===== src/rtl/fseq_pkg.sv =====
package fseq_pkg;

  typedef enum logic [2:0] {
    OP_NONE  = 3'd0,
    OP_BULK  = 3'd1,
    OP_GSEG  = 3'd2,
    OP_SSEG  = 3'd3,
    OP_PAGE  = 3'd4,
    OP_ROW   = 3'd5,
    OP_WORD  = 3'd6,
    OP_CFG   = 3'd7
  } op_e;

  localparam int REG_W   = 16;
  localparam int START_B = 15;
  localparam int CODE_W  = 15;
  localparam int RGN_W   = 7;

  // erase region bit positions (decoded by the array model)
  localparam int RG_GEN  = 0;
  localparam int RG_GCFG = 1;
  localparam int RG_SEC  = 2;
  localparam int RG_SCFG = 3;
  localparam int RG_EXEC = 4;
  localparam int RG_PROT = 5;
  localparam int RG_ID   = 6;

  localparam logic [CODE_W-1:0] CODE_BULK = 15'h404F;
  localparam logic [CODE_W-1:0] CODE_GSEG = 15'h404D;
  localparam logic [CODE_W-1:0] CODE_SSEG = 15'h404C;
  localparam logic [CODE_W-1:0] CODE_PAGE = 15'h4042;
  localparam logic [CODE_W-1:0] CODE_ROW  = 15'h4001;
  localparam logic [CODE_W-1:0] CODE_WORD = 15'h4003;
  localparam logic [CODE_W-1:0] CODE_CFG  = 15'h4000;

endpackage


===== src/rtl/fseq_decode.sv =====
module fseq_decode
  import fseq_pkg::*;
#(
  parameter int CNT_W        = 6,
  parameter int BULK_CYC     = 40,
  parameter int SEG_CYC      = 24,
  parameter int PAGE_CYC     = 16,
  parameter int ROW_CYC      = 10,
  parameter int WORD_CYC     = 4,
  parameter int CFG_CYC      = 3
) (
  input  logic [CODE_W-1:0] code,
  output op_e               op,
  output logic              valid,
  output logic [CNT_W-1:0]  load_val
);

  always_comb begin
    op       = OP_NONE;
    valid    = 1'b1;
    load_val = '0;
    unique case (code)
      CODE_BULK: begin op = OP_BULK; load_val = CNT_W'(BULK_CYC - 1); end
      CODE_GSEG: begin op = OP_GSEG; load_val = CNT_W'(SEG_CYC - 1);  end
      CODE_SSEG: begin op = OP_SSEG; load_val = CNT_W'(SEG_CYC - 1);  end
      CODE_PAGE: begin op = OP_PAGE; load_val = CNT_W'(PAGE_CYC - 1); end
      CODE_ROW:  begin op = OP_ROW;  load_val = CNT_W'(ROW_CYC - 1);  end
      CODE_WORD: begin op = OP_WORD; load_val = CNT_W'(WORD_CYC - 1); end
      CODE_CFG:  begin op = OP_CFG;  load_val = CNT_W'(CFG_CYC - 1);  end
      default:   valid = 1'b0;
    endcase
  end

endmodule


===== src/rtl/fseq_timer.sv =====
module fseq_timer #(
  parameter int CNT_W = 6
) (
  input  logic             clk,
  input  logic             rst_n,
  input  logic             load,
  input  logic [CNT_W-1:0] load_val,
  output logic             cnt_zero
);

  logic [CNT_W-1:0] cnt_q, cnt_d;
  logic             cnt_en;

  always_comb begin
    cnt_en = load || (cnt_q != '0);
    cnt_d  = load ? load_val : cnt_q - 1'b1;
  end

  always_ff @(posedge clk or negedge rst_n) begin
    if (!rst_n)      cnt_q <= '0;
    else if (cnt_en) cnt_q <= cnt_d;
  end

  assign cnt_zero = (cnt_q == '0);

  // a non-zero count that is not reloaded always moves down by one
  a_r2_count_down: assert property (@(posedge clk) disable iff (!rst_n)
    (!load && cnt_q != '0) |=> (cnt_q == $past(cnt_q) - 1'b1));

endmodule


===== src/rtl/fseq_array_drv.sv =====
module fseq_array_drv
  import fseq_pkg::*;
(
  input  op_e              op,
  input  logic             fire,
  output logic [RGN_W-1:0] erase_mask,
  output logic             page_erase,
  output logic             row_prog,
  output logic             word_prog,
  output logic             cfg_prog
);

  always_comb begin
    erase_mask = '0;
    page_erase = 1'b0;
    row_prog   = 1'b0;
    word_prog  = 1'b0;
    cfg_prog   = 1'b0;
    if (fire) begin
      unique case (op)
        OP_BULK: begin
          erase_mask[RG_GEN]  = 1'b1;
          erase_mask[RG_GCFG] = 1'b1;
          erase_mask[RG_SEC]  = 1'b1;
          erase_mask[RG_SCFG] = 1'b1;
          erase_mask[RG_EXEC] = 1'b1;
          erase_mask[RG_PROT] = 1'b1;
        end
        OP_SSEG: begin
          erase_mask[RG_SEC]  = 1'b1;
          erase_mask[RG_SCFG] = 1'b1;
          erase_mask[RG_GEN]  = 1'b1;
          erase_mask[RG_GCFG] = 1'b1;
        end
        OP_GSEG: begin
          erase_mask[RG_GEN]  = 1'b1;
          erase_mask[RG_GCFG] = 1'b1;
        end
        OP_PAGE: page_erase = 1'b1;
        OP_ROW:  row_prog   = 1'b1;
        OP_WORD: word_prog  = 1'b1;
        OP_CFG:  cfg_prog   = 1'b1;
        default: ;
      endcase
    end
  end

endmodule


===== src/rtl/flash_cmd_seq.sv =====
module flash_cmd_seq
  import fseq_pkg::*;
#(
  parameter int BULK_CYC = 40,
  parameter int SEG_CYC  = 24,
  parameter int PAGE_CYC = 16,
  parameter int ROW_CYC  = 10,
  parameter int WORD_CYC = 4,
  parameter int CFG_CYC  = 3
) (
  input  logic        clk,
  input  logic        rst_n,
  input  logic        reg_wr,
  input  logic [15:0] reg_wdata,
  output logic [15:0] reg_rdata,
  output logic        busy,
  output logic        err,
  output logic [6:0]  erase_mask,
  output logic        page_erase,
  output logic        row_prog,
  output logic        word_prog,
  output logic        cfg_prog
);

  localparam int MAX_E   = (BULK_CYC > SEG_CYC) ? BULK_CYC : SEG_CYC;
  localparam int MAX_EP  = (MAX_E > PAGE_CYC) ? MAX_E : PAGE_CYC;
  localparam int MAX_W   = (ROW_CYC > WORD_CYC) ? ROW_CYC : WORD_CYC;
  localparam int MAX_WC  = (MAX_W > CFG_CYC) ? MAX_W : CFG_CYC;
  localparam int MAX_CYC = (MAX_EP > MAX_WC) ? MAX_EP : MAX_WC;
  localparam int CNT_W   = $clog2(MAX_CYC + 1);

  logic [CODE_W-1:0] code_q, code_d;
  logic              wr_q, wr_d;
  logic              err_q, err_d;
  op_e               op_q, op_d;
  logic              code_en, wr_en, err_en, op_en;

  logic              accept, launch, fire, cnt_zero;
  op_e               dec_op;
  logic              dec_valid;
  logic [CNT_W-1:0]  dec_load;
  logic              any_strobe;

  fseq_decode #(
    .CNT_W(CNT_W), .BULK_CYC(BULK_CYC), .SEG_CYC(SEG_CYC), .PAGE_CYC(PAGE_CYC),
    .ROW_CYC(ROW_CYC), .WORD_CYC(WORD_CYC), .CFG_CYC(CFG_CYC)
  ) u_decode (
    .code     (reg_wdata[CODE_W-1:0]),
    .op       (dec_op),
    .valid    (dec_valid),
    .load_val (dec_load)
  );

  fseq_timer #(.CNT_W(CNT_W)) u_timer (
    .clk      (clk),
    .rst_n    (rst_n),
    .load     (launch),
    .load_val (dec_load),
    .cnt_zero (cnt_zero)
  );

  // next-state logic
  always_comb begin
    accept  = reg_wr && !wr_q;
    launch  = accept && reg_wdata[START_B];
    fire    = wr_q && cnt_zero;

    code_en = accept;
    code_d  = reg_wdata[CODE_W-1:0];

    wr_en   = launch || fire;
    wr_d    = launch;

    op_en   = launch;
    op_d    = dec_valid ? dec_op : OP_NONE;

    err_en  = accept;
    err_d   = launch && !dec_valid;
  end

  // state registers
  always_ff @(posedge clk or negedge rst_n) begin
    if (!rst_n) begin
      code_q <= '0;
      wr_q   <= 1'b0;
      err_q  <= 1'b0;
      op_q   <= OP_NONE;
    end else begin
      if (code_en) code_q <= code_d;
      if (wr_en)   wr_q   <= wr_d;
      if (err_en)  err_q  <= err_d;
      if (op_en)   op_q   <= op_d;
    end
  end

  fseq_array_drv u_array (
    .op         (op_q),
    .fire       (fire),
    .erase_mask (erase_mask),
    .page_erase (page_erase),
    .row_prog   (row_prog),
    .word_prog  (word_prog),
    .cfg_prog   (cfg_prog)
  );

  assign reg_rdata  = {wr_q, code_q};
  assign busy       = wr_q;
  assign err        = err_q;
  assign any_strobe = (|erase_mask) || page_erase || row_prog || word_prog || cfg_prog;

  // an idle start write raises the flag and shows the command next cycle
  a_r1_launch: assert property (@(posedge clk) disable iff (!rst_n)
    launch |=> (busy && reg_rdata[CODE_W-1:0] == $past(reg_wdata[CODE_W-1:0])));

  // the flag drops right after the final (strobe) cycle
  a_r2_self_clear: assert property (@(posedge clk) disable iff (!rst_n)
    any_strobe |=> !busy);

  // secure-segment erase always nests the general segment
  a_r5_nesting: assert property (@(posedge clk) disable iff (!rst_n)
    erase_mask[RG_SEC] |-> (erase_mask[RG_GEN] && erase_mask[RG_GCFG]));

  // strobes only while busy, one kind at a time
  a_r8_strobe_in_busy: assert property (@(posedge clk) disable iff (!rst_n)
    any_strobe |-> busy);
  a_r8_one_kind: assert property (@(posedge clk) disable iff (!rst_n)
    $onehot0({|erase_mask, page_erase, row_prog, word_prog, cfg_prog}));

  // an undecoded launch lasts one cycle and flags an error
  a_r9_bad_launch: assert property (@(posedge clk) disable iff (!rst_n)
    (launch && !dec_valid) |=> (busy && err && !any_strobe));
  a_r9_bad_short: assert property (@(posedge clk) disable iff (!rst_n)
    (busy && $past(launch && !dec_valid)) |=> !busy);

  // writes during an operation leave the command untouched
  a_r10_hold: assert property (@(posedge clk) disable iff (!rst_n)
    (busy && reg_wr) |=> $stable(reg_rdata[CODE_W-1:0]));

endmodule


===== config.mk =====
export PLATFORM = sky130hd
export DESIGN_NAME = flash_cmd_seq
export DESIGN_NICKNAME = d
export VERILOG_FILES = /design/src/rtl/fseq_pkg.sv /design/src/rtl/fseq_decode.sv /design/src/rtl/fseq_timer.sv /design/src/rtl/fseq_array_drv.sv /design/src/rtl/flash_cmd_seq.sv
export SDC_FILE = /design/constraint.sdc
export NUM_CORES = 1
export LEC_CHECK = 0
export BUFFER_PORTS_ARGS = -buffer_cell sky130_fd_sc_hd__buf_2
export CORE_ASPECT_RATIO = 0.7
export CORE_MARGIN = 5
export CORE_UTILIZATION = 25
export DETAILED_ROUTE_END_ITERATION = 7
export PLACE_DENSITY = 0.42
export SLEW_MARGIN = 30
export SYNTH_ARGS = -nofsm -noshare
export SYNTH_HDL_FRONTEND = slang
export SYNTH_SLANG_ARGS = --single-unit

===== constraint.sdc =====
create_clock -name clk -period 1.9 [get_ports clk]
set_input_delay 0.095 -clock clk [delete_from_list [all_inputs] [get_ports clk]]
set_output_delay 0.095 -clock clk [all_outputs]
set_load 0.05 [all_outputs]

Yosys cells after proc, flatten, opt, wreduce, memory -nomap -nowiden. Cells that the tools add are included.

Eq/ne operators: 14. Reductions and logical operators: 14. Add/subtract/negate cells: 1. Mux-type cells: 17.

Operators by type and width (count): $eq 15x15->1 const B (7); $pmux 6 s6 (1); $pmux 3 s7 (1); $eq 3x3->1 const B (4); $mux 6 (2); $mux 1 (9); $reduce_or 7->1 (1); $eq 3x2->1 const B (2); $logic_not 6->1 (1); $mux 2 (3); $reduce_bool 6->1 (1); $sub 6x1->6 const B (1); $logic_and 1x1->1 (4); $reduce_or 2->1 (2); $eq 3x1->1 const B (1); $mux 3 (1); $reduce_or 3->1 (1); $logic_not 1->1 (2); $logic_or 1x1->1 (2).

Flip-flop bits (word level): 26. Output and inout bits: 29. Logic and storage cells: 51. Input bits: 19.

Depth between registers and ports, before layout.
Depth after elaboration: 5. Gate-level depth with buffers: 6. Mapped depth without buffers: 5.

By module. From an unflattened synthesis, not the netlist that was laid out.

Cells, all modules: 157. Area, all modules: 1705.4 um2.

Modules (own cells, without submodules): flash_cmd_seq (area each 857.1 um2, cells an instance 55, instances 1, seq. area each 500.5 um2); fseq_timer (area each 400.4 um2, cells an instance 40, instances 1, seq. area each 150.1 um2); fseq_decode (area each 350.3 um2, cells an instance 44, instances 1, seq. area each 0.0 um2); fseq_array_drv (area each 97.6 um2, cells an instance 18, instances 1, seq. area each 0.0 um2).

Worst setup path before layout. Ideal clock, no wire load.

Path type: reg-to-output. From: register u_timer.cnt_q[0]. To: output port erase_mask[5]. Arrival time: 3.267 ns. Setup slack: -1.462 ns. Stages on the path, launching flop included: 7. Buffers on the path: 1. Required time: 1.805 ns. Cell sequence: dfrtp_1 -> inv_1 -> ha_1 -> nand4_1 -> nor3b_1 -> nor2b_1 -> buf_4.

Word-level cells in the longest chain between the ends: 3.

Ends and longest elaborated chain: start, declared (line fseq_timer.sv:11) `logic [CNT_W-1:0] cnt_q, cnt_d;`; start signal, assigned (line fseq_timer.sv:21) `else if (cnt_en) cnt_q <= cnt_d;`; $logic_not 6->1 (line fseq_timer.sv:24) `assign cnt_zero = (cnt_q == '0);`; $logic_and 1x1->1 (line flash_cmd_seq.sv:66) `fire = wr_q && cnt_zero;`; $mux 6 (line fseq_array_drv.sv:19) `if (fire) begin`; end, declared (line flash_cmd_seq.sv:18) `output logic [6:0] erase_mask,`.

Every way passes these cells.

Final worst setup path.
From: register u_timer.cnt_q[0]. To: output port erase_mask[1].

Same word-level chain as after synthesis.

==> out/summary.txt <==
status: complete, no violations
Post-Synthesis Cells: 134
GR peak layer: met1
WL final: 3390 µm
async set-reset flop share out of synthesis: 100%
Critical Path AT: 1.74 ns
post-synthesis mux area share: 13.5%
Synth Cell Area: 0.00139 mm²
Initial Util: 26.1%
synthesis warning total: 0
Synth Area in Compound Gates: 9.48%
simple-gate share of the synthesized area: 19.9%
worst path cell trace: inv_2, ha_4, nand3_1, nor4b_4, buf_2
most frequent cell after synthesis: dfrtp_1
CP max stage delay: 0.43 ns
Via density: 4.51
Reg2Reg Depth: 4
flop2flop setup slack: 0.34 ns
Hold Path Class: primary input to register
largest net degree at the start of global routing: 27
Max VDD drop: 0.752 mV
Seq cells post-synth: 26
Worst Path Max Fanout: 5
Final Hold Fails: 0
antenna fix cells: 0
RSZ-0062 raised after global routing: yes
Slew headroom: 61.7%
syn nets: 154
top cell type's share of synthesized area: 46.9%
nets: 200
final setup fails: 0
top cells by area, synth: dfrtp_1, mux2_2, nand2_1
Core Util, Final: 33.8%
vias in the first global route: 1123
Lkg Pwr: 0.816 nW
post-synthesis adder-cell area fraction: 0.903%
first-pass detailed-route iteration total: 5
fin. max-slew vios: 0
Top delay family on crit path: simple AND/OR/NAND/NOR gates
Post-synth top cells: dfrtp_1, mux2_2, nand2_1
met2 Use GR: 14.6%
initial antenna violation count: 0
CP Launch Type: register
Placer Congestion: 0.810
DRC Markers: 0
hold_sp: reg_wdata[14]
CP bufs+invs: 2
crit path max-delay cell type: dfrtp_1
XOR/XNOR Fraction of Synth Area: 3.16%
met3 Use GR: 3.55%
clk sinks: 26
average wire per standard cell: 13.6 µm
H-Tree Level Count: 1
Clock Skew: 0.00393 ns
fraction of the yosys area taken by sequential cells: 46.9%
Detailed Place HPWL: 2770 µm
# rows: 22
Setup CP Type: register to output pin
max-cap violations: 0
largest family of logic cells by synthesized area: simple AND/OR/NAND/NOR gates
Achievable Freq: 546 MHz
IO Pins: 48
antenna viol nets, final: 0
Longest Clk Path Bufs: 2
CP Capture Type: output pin
CTS Buf Count: 3
GRT Total Usage: 10.2%
Core ar.: 0.00531 mm²
Die H: 72.3 µm
reg2reg end: u_timer.cnt_q[5]$_DFFE_PN0P_
Area Growth Syn to Fin: 29.6%
EDFF count, synth: 0
synthesized area per cell: 10.3 µm²
TritonCTS clock tree: done
largest area contributor in the netlist: dfrtp_1
via count: 1128
slew at the pin closest to its max-slew limit: 0.575 ns
WP data required: 1.80 ns
worst hold stages: 2
M1 GR Usage: 14.8%
Die W: 99.0 µm
layout cells sized above 1: 46.6%
Finished Layout Cells: 250
clk slew on worst S/H paths: 0.09 ns
GR Overflow Total: 0
worst-skew pair later-pin latency: 0.27 ns
Clock Tree Root: clkbuf_8
IO Port Bufs: 46
Tmin final: 1.83 ns
Sum Neg Setup Slack: 0 ns
Netlist cell types: 40
Critical R2R Launch: u_timer.cnt_q[0]$_DFFE_PN0P_
die area: 0.00716 mm²
first-pass GRT wire length: 5830 µm
initial drt markers: 38
Hold Path End: code_q[14]$_DFFE_PN0P_
Final period util: 96.4%
Cells after DPL: 244
ys flop type: dfrtp_1
Power Density: 1620 mW/mm²
==> worst max path at each step <==
| stage | startpoint | end | slack, ns | depth (start not counted) |
|---|---|---|---|---|
| after floorplan | u_timer.cnt_q[2]$_DFFE_PN0P_ | erase_mask[5] | -0.22 | 5 |
| after global placement | u_timer.cnt_q[2]$_DFFE_PN0P_ | erase_mask[5] | 0.31 | 5 |
| after detailed placement | u_timer.cnt_q[2]$_DFFE_PN0P_ | erase_mask[4] | 0.22 | 5 |
| after CTS | u_timer.cnt_q[2]$_DFFE_PN0P_ | erase_mask[1] | 0.0003 | 4 |
| after global routing | u_timer.cnt_q[0]$_DFFE_PN0P_ | erase_mask[1] | -0.07 | 5 |
| final | u_timer.cnt_q[0]$_DFFE_PN0P_ | erase_mask[1] | 0.07 | 5 |
==> metrics by stage <==
stage                     hold WS [ns]  worst slack, ns  instance area, µm²  total power, mW
after CTS                       0.0665         0.000284                1780             2.95
final                           0.0725           0.0682                1800             2.91
after global routing            0.0668          -0.0740                1800             3.10
after floorplan                 -0.201           -0.216                1450             2.26
after detailed placement         0.135            0.224                1710             2.63
after global placement           0.130            0.315                1710             2.61
==> flip-flops by register name, summed over array words and instances (netlist names) <==
signal,flops
op_q,3
u_timer.cnt_q,6
code_q,15
busy,1
err,1
==> layout make-up <==
class,instances,area (µm²)
Fill cell,557,3520
Multi-Input combinational cell,94,719
Sequential cell,26,651
Timing Repair Buffer,51,280
Tap cell,72,90.1
Clock buffer,3,41.3
Inverter,4,15.0
==> routing by layer <==
layer  up-vias  wire length (µm)
li1        560                 -
met1       533              1700
met2        33              1440
met3         2               238
met4         0                12
met5         -                 0
==> power breakdown <==
group,switching (mW),leakage [nW],internal [mW]
logic,1.11,0.477,0.538
registers,0.165,0.317,0.795
clock network,0.164,0.0216,0.142
==> logic make-up (layout without fill, tap and decap cells) <==
group / after synthesis / count (layout)
compound gates: 20 / 20
xor+xnor: 5 / 5
fa+ha+maj: 1 / 1
buf+inv: 14 / 58
flops: 26 / 26
mux: 17 / 17
other cells: 1 / 1
simple gates: 50 / 50
==> cells in the final DEF, fill, tap and decap left out, types with 2 or more instances in the layout <==
cell	count
o22ai_1	4
clkbuf_8	3
or2_2	2
nand3_1	5
buf_2	42
nor3_1	5
o21ai_0	5
dfrtp_1	26
nor3_2	2
inv_1	2
nor2_1	10
mux2i_1	3
inv_2	2
mux2_2	14
buf_4	7
a21oi_1	2
nand2b_1	2
nand2_1	12
xnor2_1	4
==> repair_timing <==
item / in CTS / in global routing
pin swaps: 1 / 2
buffers inserted: 1 / 1
hold buffers: 1 / 0
resized for setup: 2 / 5
cloned: 0 / 0
hold endpoints to repair: 26 / 0
endpoints found under the setup margin: 2 / 10
Note: power is estimated with default switching activity, not from simulation.
